### src/rtl/fill_reg_pkg.sv
package fill_reg_pkg;

    localparam int NUM_STREAMS = 4;
    localparam int TGT_W       = 7;
    localparam int FIELD_W     = 8;
    localparam int FULL_SLOT   = 64;

    typedef logic [TGT_W-1:0] tgt_t;

    typedef struct packed {
        logic       force_fill;
        logic       last_data;
    } strm_dec_t;

    // Pull one stream's 7-bit target out of the packed word.
    function automatic tgt_t tgt_field(input logic [NUM_STREAMS*FIELD_W-1:0] word,
                                       input int idx);
        return word[idx*FIELD_W +: TGT_W];
    endfunction

endpackage

### src/rtl/fill_tgt_shadow.sv
module fill_tgt_shadow
    import fill_reg_pkg::*;
#(
    parameter int NS = NUM_STREAMS
) (
    input  logic                    clk,
    input  logic                    rst,
    input  logic [NS*FIELD_W-1:0]   word_i,
    input  logic                    mtu_start_i,
    output logic [NS-1:0][TGT_W-1:0] act_o,
    output logic [NS-1:0][TGT_W-1:0] nxt_o,
    output logic [NS-1:0]           chg_o
);
    logic [NS-1:0][TGT_W-1:0] act_q;

    always_comb begin
        for (int i = 0; i < NS; i++) begin
            chg_o[i] = mtu_start_i && (tgt_field(word_i, i) != act_q[i]);
            nxt_o[i] = mtu_start_i ? tgt_field(word_i, i) : act_q[i];
        end
    end

    always_ff @(posedge clk) begin
        if (rst) begin
            for (int i = 0; i < NS; i++) act_q[i] <= TGT_W'(FULL_SLOT);
        end else if (mtu_start_i) begin
            for (int i = 0; i < NS; i++) act_q[i] <= tgt_field(word_i, i);
        end
    end

    assign act_o = act_q;
endmodule

### src/rtl/fill_stream_accum.sv
module fill_stream_accum
    import fill_reg_pkg::*;
(
    input  logic       clk,
    input  logic       rst,
    input  logic       mtu_start_i,
    input  tgt_t       tgt_nxt_i,
    input  logic       chg_i,
    output strm_dec_t  dec_nxt_o,
    output tgt_t       acc_o
);
    tgt_t      acc_q, acc_n, base, sum;
    strm_dec_t dec_q, dec_n;

    always_comb begin
        base  = chg_i ? '0 : acc_q;
        sum   = base + tgt_nxt_i;
        acc_n = base;
        dec_n = '{force_fill: 1'b0, last_data: 1'b1};
        if (tgt_nxt_i[TGT_W-1]) begin
            dec_n = '{force_fill: 1'b1, last_data: 1'b0};
        end else if (tgt_nxt_i != '0) begin
            if (sum >= TGT_W'(FULL_SLOT)) begin
                acc_n           = sum - TGT_W'(FULL_SLOT);
                dec_n.last_data = 1'b1;
            end else begin
                acc_n           = sum;
                dec_n.last_data = 1'b0;
            end
        end
    end

    always_ff @(posedge clk) begin
        if (rst) begin
            acc_q <= '0;
            dec_q <= '{force_fill: 1'b1, last_data: 1'b0};
        end else if (mtu_start_i) begin
            acc_q <= acc_n;
            dec_q <= dec_n;
        end
    end

    assign dec_nxt_o = mtu_start_i ? dec_n : dec_q;
    assign acc_o     = acc_q;
endmodule

### src/rtl/fill_slot_decider.sv
module fill_slot_decider
    import fill_reg_pkg::*;
#(
    parameter int NS = NUM_STREAMS,
    localparam int SW = $clog2(NS)
) (
    input  logic              clk,
    input  logic              rst,
    input  strm_dec_t [NS-1:0] dec_i,
    input  logic              slot_vld_i,
    input  logic [SW-1:0]     slot_strm_i,
    input  logic              slot_last_i,
    output logic              dec_vld_o,
    output logic [SW-1:0]     dec_strm_o,
    output logic              dec_fill_o
);
    strm_dec_t sel;
    logic      fill_n;

    always_comb begin
        sel    = dec_i[slot_strm_i];
        fill_n = sel.force_fill || (slot_last_i && !sel.last_data);
    end

    always_ff @(posedge clk) begin
        if (rst) begin
            dec_vld_o  <= 1'b0;
            dec_strm_o <= '0;
            dec_fill_o <= 1'b0;
        end else begin
            dec_vld_o  <= slot_vld_i;
            dec_strm_o <= slot_strm_i;
            dec_fill_o <= slot_vld_i && fill_n;
        end
    end
endmodule

### src/rtl/mst_fill_regulator.sv
module mst_fill_regulator
    import fill_reg_pkg::*;
#(
    parameter int NS = NUM_STREAMS,
    localparam int SW = $clog2(NS),
    localparam int WW = NS * FIELD_W
) (
    input  logic          clk,
    input  logic          rst,
    input  logic [WW-1:0] tgt_word_i,
    input  logic          mtu_start_i,
    input  logic          slot_vld_i,
    input  logic [SW-1:0] slot_strm_i,
    input  logic          slot_last_i,
    output logic          dec_vld_o,
    output logic [SW-1:0] dec_strm_o,
    output logic          dec_fill_o
);
    logic [NS-1:0][TGT_W-1:0] tgt_act, tgt_nxt, acc_q;
    logic [NS-1:0]            tgt_chg;
    strm_dec_t [NS-1:0]       strm_dec;

    fill_tgt_shadow #(.NS(NS)) u_shadow (
        .clk(clk), .rst(rst), .word_i(tgt_word_i), .mtu_start_i(mtu_start_i),
        .act_o(tgt_act), .nxt_o(tgt_nxt), .chg_o(tgt_chg)
    );

    for (genvar g = 0; g < NS; g++) begin : g_strm
        fill_stream_accum u_acc (
            .clk(clk), .rst(rst), .mtu_start_i(mtu_start_i),
            .tgt_nxt_i(tgt_nxt[g]), .chg_i(tgt_chg[g]),
            .dec_nxt_o(strm_dec[g]), .acc_o(acc_q[g])
        );
    end

    fill_slot_decider #(.NS(NS)) u_dec (
        .clk(clk), .rst(rst), .dec_i(strm_dec),
        .slot_vld_i(slot_vld_i), .slot_strm_i(slot_strm_i), .slot_last_i(slot_last_i),
        .dec_vld_o(dec_vld_o), .dec_strm_o(dec_strm_o), .dec_fill_o(dec_fill_o)
    );
endmodule

### config.mk
export PLATFORM = sky130hd
export DESIGN_NAME = mst_fill_regulator
export DESIGN_NICKNAME = d
export VERILOG_FILES = /design/src/rtl/fill_reg_pkg.sv /design/src/rtl/fill_tgt_shadow.sv /design/src/rtl/fill_stream_accum.sv /design/src/rtl/fill_slot_decider.sv /design/src/rtl/mst_fill_regulator.sv
export SDC_FILE = /design/constraint.sdc
export NUM_CORES = 1
export LEC_CHECK = 0
export BUFFER_PORTS_ARGS = -buffer_cell sky130_fd_sc_hd__buf_4
export CORE_ASPECT_RATIO = 0.9
export CORE_MARGIN = 1.5
export CORE_UTILIZATION = 64
export CTS_CLUSTER_DIAMETER = 50
export DETAILED_ROUTE_END_ITERATION = 8
export PLACE_DENSITY_LB_ADDON = 0.3
export SETUP_SLACK_MARGIN = 0.5
export SLEW_MARGIN = 20
export SYNTH_ARGS = -nofsm -noshare
export SYNTH_HDL_FRONTEND = slang
export SYNTH_SLANG_ARGS = --single-unit
### constraint.sdc
create_clock -name clk -period 6.52 [get_ports clk]
set_input_delay 0.326 -clock clk [delete_from_list [all_inputs] [get_ports clk]]
set_output_delay 0.326 -clock clk [all_outputs]
set_load 0.01 [all_outputs]
# After elaboration in Yosys (flattened, before gate mapping)

Index checks and enable logic that the tools add are counted.

Add/sub/neg operators: 8
$lt $le $gt $ge: 5
Equality and inequality tests: 4
Multiplexer cells: 42
Reduce and logical (&&, ||, !) cells: 12

Operators by type and width:

| kind                | count |
|---|---|
| $mux 7              | 20 |
| $add 7x7->7         | 4 |
| $ge 7x7->1 const B  | 4 |
| $ne 7x7->1          | 4 |
| $reduce_bool 7->1   | 4 |
| $sub 7x7->7 const B | 4 |
| $mux 1              | 16 |
| $mux 2              | 5 |
| $logic_and 1x1->1   | 6 |
| $bmux 2 s2          | 1 |
| $lt 2x3->1 const B  | 1 |
| $logic_not 1->1     | 1 |
| $logic_or 1x1->1    | 1 |

Bits in registers: 68
Output and inout port bits: 4
Word-level logic and storage cells: 90

# Logic depth before layout (Yosys ltp)

Depth after elaboration: 15
Mapped depth: 13
Mapped depth without buffers: 12

# Hierarchy

Synthesis repeated with hierarchy kept, for this count alone.

Cell total of the unflattened synthesis: 445
Area, all modules: 4366.7 um2

By module, submodules not included:

| module                                   | instances | cells each | area each (um2) |
|---|---|---|---|
| fill_stream_accum at g_strm[1].u_acc ... | 3         | 79         | 714.4 |
| fill_tgt_shadow                          | 1         | 126        | 1426.4 |
| fill_stream_accum at g_strm[0].u_acc     | 1         | 64         | 616.8 |
| fill_slot_decider                        | 1         | 18         | 180.2 |

# Worst setup path after synthesis

OpenSTA, ideal clock, no wires.

Path type: input-to-reg
Start point: input mtu_start_i
End point: register u_dec.dec_fill_o
Setup time: 0.130 ns
Arrival: 3.141 ns
Required time: 6.390 ns
Path slack: 3.249 ns
Stages on the path: 13
Path buffers: 4
Cells stage by stage: buf_6 -> buf_6 -> buf_2 -> buf_2 -> mux2_2 -> ha_1 -> fa_1 -> a211o_1 -> a211oi_1 -> nor4_1 -> mux2_2 -> nor3_1 -> a211oi_2

Cells in the longest elaborated chain, start to end: 14
Elaborated cells between the ends (all ways): 50

RTL lines:

| what                           | line                     | source |
|---|---|---|
| start, declared                | mst_fill_regulator.sv:11 | `input logic mtu_start_i,` |
| $logic_and 1x1->1              | fill_tgt_shadow.sv:18    | `chg_o[i] = mtu_start_i && (tgt_field(word_i, i) != act_q[i]);` |
| $mux 7                         | fill_stream_accum.sv:16  | `base = chg_i ? '0 : acc_q;` |
| $add 7x7->7                    | fill_stream_accum.sv:17  | `sum = base + tgt_nxt_i;` |
| $ge 7x7->1                     | fill_stream_accum.sv:23  | `if (sum >= TGT_W'(FULL_SLOT)) begin` |
| $mux 1                         | fill_stream_accum.sv:23  |  |
| $mux 1                         | fill_stream_accum.sv:22  | `end else if (tgt_nxt_i != '0) begin` |
| $mux 1                         | fill_stream_accum.sv:20  | `if (tgt_nxt_i[TGT_W-1]) begin` |
| $mux 2                         | fill_stream_accum.sv:43  | `assign dec_nxt_o = mtu_start_i ? dec_n : dec_q;` |
| $bmux 2 s2 *                   | fill_slot_decider.sv:21  | `sel = dec_i[slot_strm_i];` |
| $mux 2 (implied by the code) * | fill_slot_decider.sv:21  |  |
| $logic_not 1->1                | fill_slot_decider.sv:22  | `fill_n = sel.force_fill \|\| (slot_last_i && !sel.last_data);` |
| $logic_and 1x1->1              | fill_slot_decider.sv:22  |  |
| $logic_or 1x1->1 *             | fill_slot_decider.sv:22  |  |
| $logic_and 1x1->1 *            | fill_slot_decider.sv:33  | `dec_fill_o <= slot_vld_i && fill_n;` |
| end signal, assigned           | fill_slot_decider.sv:33  |  |
| end, declared                  | fill_slot_decider.sv:15  | `output logic dec_fill_o` |

Mark *: on every way between the ends. The rest lies on a longest branch, timed or not. The select of a mux whose other input is x is not followed.
A chain may end at the register's enable or synchronous reset.

# Worst setup path after layout

Ends and elaborated chain as after synthesis.

==> run summary <==
run status: finished, final reports clean
Reg area: 0.00136 sq mm
Clock Sinks: 68
I/O pins: 43
first-pass GRT wire length: 15000 um
Hold Path Depth: 3
Highest Clock Rate: 292 MHz
die area: 0.00709 sq mm
Final Hold Violating Endpoints: 0
Core Area: 0.00625 sq mm
I/O Buffers: 38
Post-Place Setup Slack: 2.75 ns
DRT Wirelength: 8930 um
antenna violations before repair: 0
Resized cells post-CTS: 0
Worst-Margin Slew: 0.918 ns
clk_lat worst skew: 0.35 ns
Tot GR Track Use: 27.4%
DRT Pass-1 Iters: 5
gr ovfl total: 0
Mapped Area: 0.00422 sq mm
filler cell count: 445
EDFF count, synth: 0
Starting Density: 67.5%
top_reg_cell synth: dfxtp_1
R2R cell count: 11
Leak: 2.09 nW
vias in the first global route: 3385
clock skew: 0.00693 ns
crit end category: flop
WS Path Type: in2reg
FF-to-FF setup slack: 3.14 ns
Vias/cell: 5.78
mean post-synth cell area: 9.03 sq um
Num CTS Buffers: 9
Die Y: 80.0 um
Yosys warnings: 0
DRT antenna net count: 0
crit path DAT: 3.65 ns
Area Growth Syn to Fin: 13.3%
setup TNS: 0 ns
commonest non-fill, non-tap cell in the layout: dfxtp_1
CTS Hold Buffers Added: 0
commonest non-fill, non-tap cells in the layout: 68 x dfxtp_1, 48 x and2_1, 38 x buf_4, 37 x nor2_1, 33 x xnor2_1
Final Max Slew Viols: 0
CTS clk-pin slew, worst paths: 0.07 ns
Req. time, crit path: 6.75 ns
placed cell area: 0.00453 sq mm
Worst slew margin: 38.2%
fin nets: 568
Yosys top cell by area: dfxtp_1
Residual DRC: 0
final setup margin: 3.10 ns
overall die width: 88.6 um
Seq/Total Area, Yosys: 32.3%
synthesized instance count: 467
CP Max Fanout: 55
Synth cell types: 57
Async S/R FF share, synth: 0%
share of layout cells above drive strength 1: 17.0%
post-synth top area share: 32.3%
Final HPWL DP: 6370 um
area of the multi-input gates: 0.00270 sq mm
RSZ-0062 raised after global routing: no
PD cells: 220 mW/mm^2
post-CTS setup buffer count: 0
Longest Clk Path Bufs: 2
Synth Register Bits: 68
min Tclk post-route: 3.42 ns
CTS tree: yes
drt first-iter violations: 152
root buffer cell: clkbuf_8
routed via count: 3429
worst hold path class: in2reg
drt wl/cell: 15.1 um
period utilization: 52.5%
Worst Setup Start Kind: input port
Mapped Nets: 534
routability-driven placement congestion ratio: 0.886
FP Rows: 27
worst vdd ir: 202 uV
largest net degree at the start of global routing: 56
top area cells in the synthesized netlist: dfxtp_1 32%, and2_1 7.1%, ha_1 7.1%, xnor2_1 6.9%, mux2_2 6.4%
fin area: 0.00478 sq mm
n_diodes: 0
H-tree levels: 3
final setup fails: 0
maxcap violations: 0
==> state kept, by name (all words and copies together), names as in the netlist <==
name and cells:
u_dec.dec_vld_o 1, u_shadow.act_o 28, u_dec.dec_fill_o 1, u_dec.dec_strm_o 2
g_strm.u_acc.dec_q 8, g_strm.u_acc.acc_o 28
==> per-layer routing <==
metal,GRT usage (%),share of wire (%),vias up
met5,0,0,-
met4,8.91,1.5,0
met3,6.51,6.6,15
met2,46.5,48,97
met1,34.1,44,1604
li1,-,-,1713
==> power breakdown <==
| group | leakage [nW] | switching (mW) | internal (mW) |
|---|---|---|---|
| combinational | 1.40 | 0.0917 | 0.0818 |
| sequential | 0.558 | 0.0110 | 0.436 |
| clock | 0.127 | 0.159 | 0.275 |
==> kinds of logic after synthesis <==
logic type | after synthesis | share of synthesized area, %
and+or+nand+nor | 164 | 21.0
AOI/OAI and AO/OA | 94 | 14.7
DFF | 68 | 32.3
muxes | 40 | 10.9
xor gates and xnor gates | 39 | 8.42
buffers and inverters | 34 | 3.71
adders and majority gates | 28 | 9.02
==> layout make-up <==
class | count | area share [%]
clock buffers | 12 | 3.25
flip-flops and latches | 68 | 28.5
repair buffers | 38 | 5.97
multi-input cells | 365 | 56.5
well taps | 87 | 2.28
inverters | 19 | 1.49
clock inverters | 4 | 1.99
==> worst max-delay path: stages <==
cell,delay (ns)
buf_4,0.47
o21ai_0,0.43
and2_1,0.30
ha_1,0.21
fa_1,0.43
a211oi_1,0.33
o21bai_1,0.14
a21oi_1,0.28
and3b_1,0.22
nor4_1,0.35
a211oi_2,0.12
==> synthesized netlist by cell type, drive strengths merged (5+ instances only) <==
cell type	instances
nand2b	7
nor2	37
xor2	5
nand2	22
a211oi	7
mux2	24
mux2i	14
nand4	7
xnor2	33
a21oi	32
clkbuf	6
ha	24
o21bai	6
nor2b	5
o21ai	17
and2	48
dfxtp	68
buf	9
o21a	5
nand3	5
inv	19
nor3	12
==> worst paths after layout <==
kind                                      endpoint                                  start
min            g_strm[0].u_acc.dec_q[1]$_SDFF_PP1_                          tgt_word_i[6]
max                    u_dec.dec_fill_o$_SDFF_PP0_                            mtu_start_i
max reg2reg            u_dec.dec_fill_o$_SDFF_PP0_         u_shadow.act_o[3]$_SDFFE_PP0P_
min reg2reg  g_strm[0].u_acc.acc_o[4]$_SDFFE_PP0P_  g_strm[0].u_acc.acc_o[4]$_SDFFE_PP0P_
==> stage by stage <==
stage	hold slack [ns]	utilization, %	power (mW)	cells
3_5_place_dp	0.440	72.5	0.627	577
6_report	0.269	76.5	1.05	593
3_3_place_gp	0.435	72.5	0.620	577
5_1_grt	0.277	76.5	1.10	593
4_1_cts	0.258	76.5	1.06	593
2_1_floorplan	0.405	-	0.577	467
No activity file was read; power rests on OpenSTA's default activity.
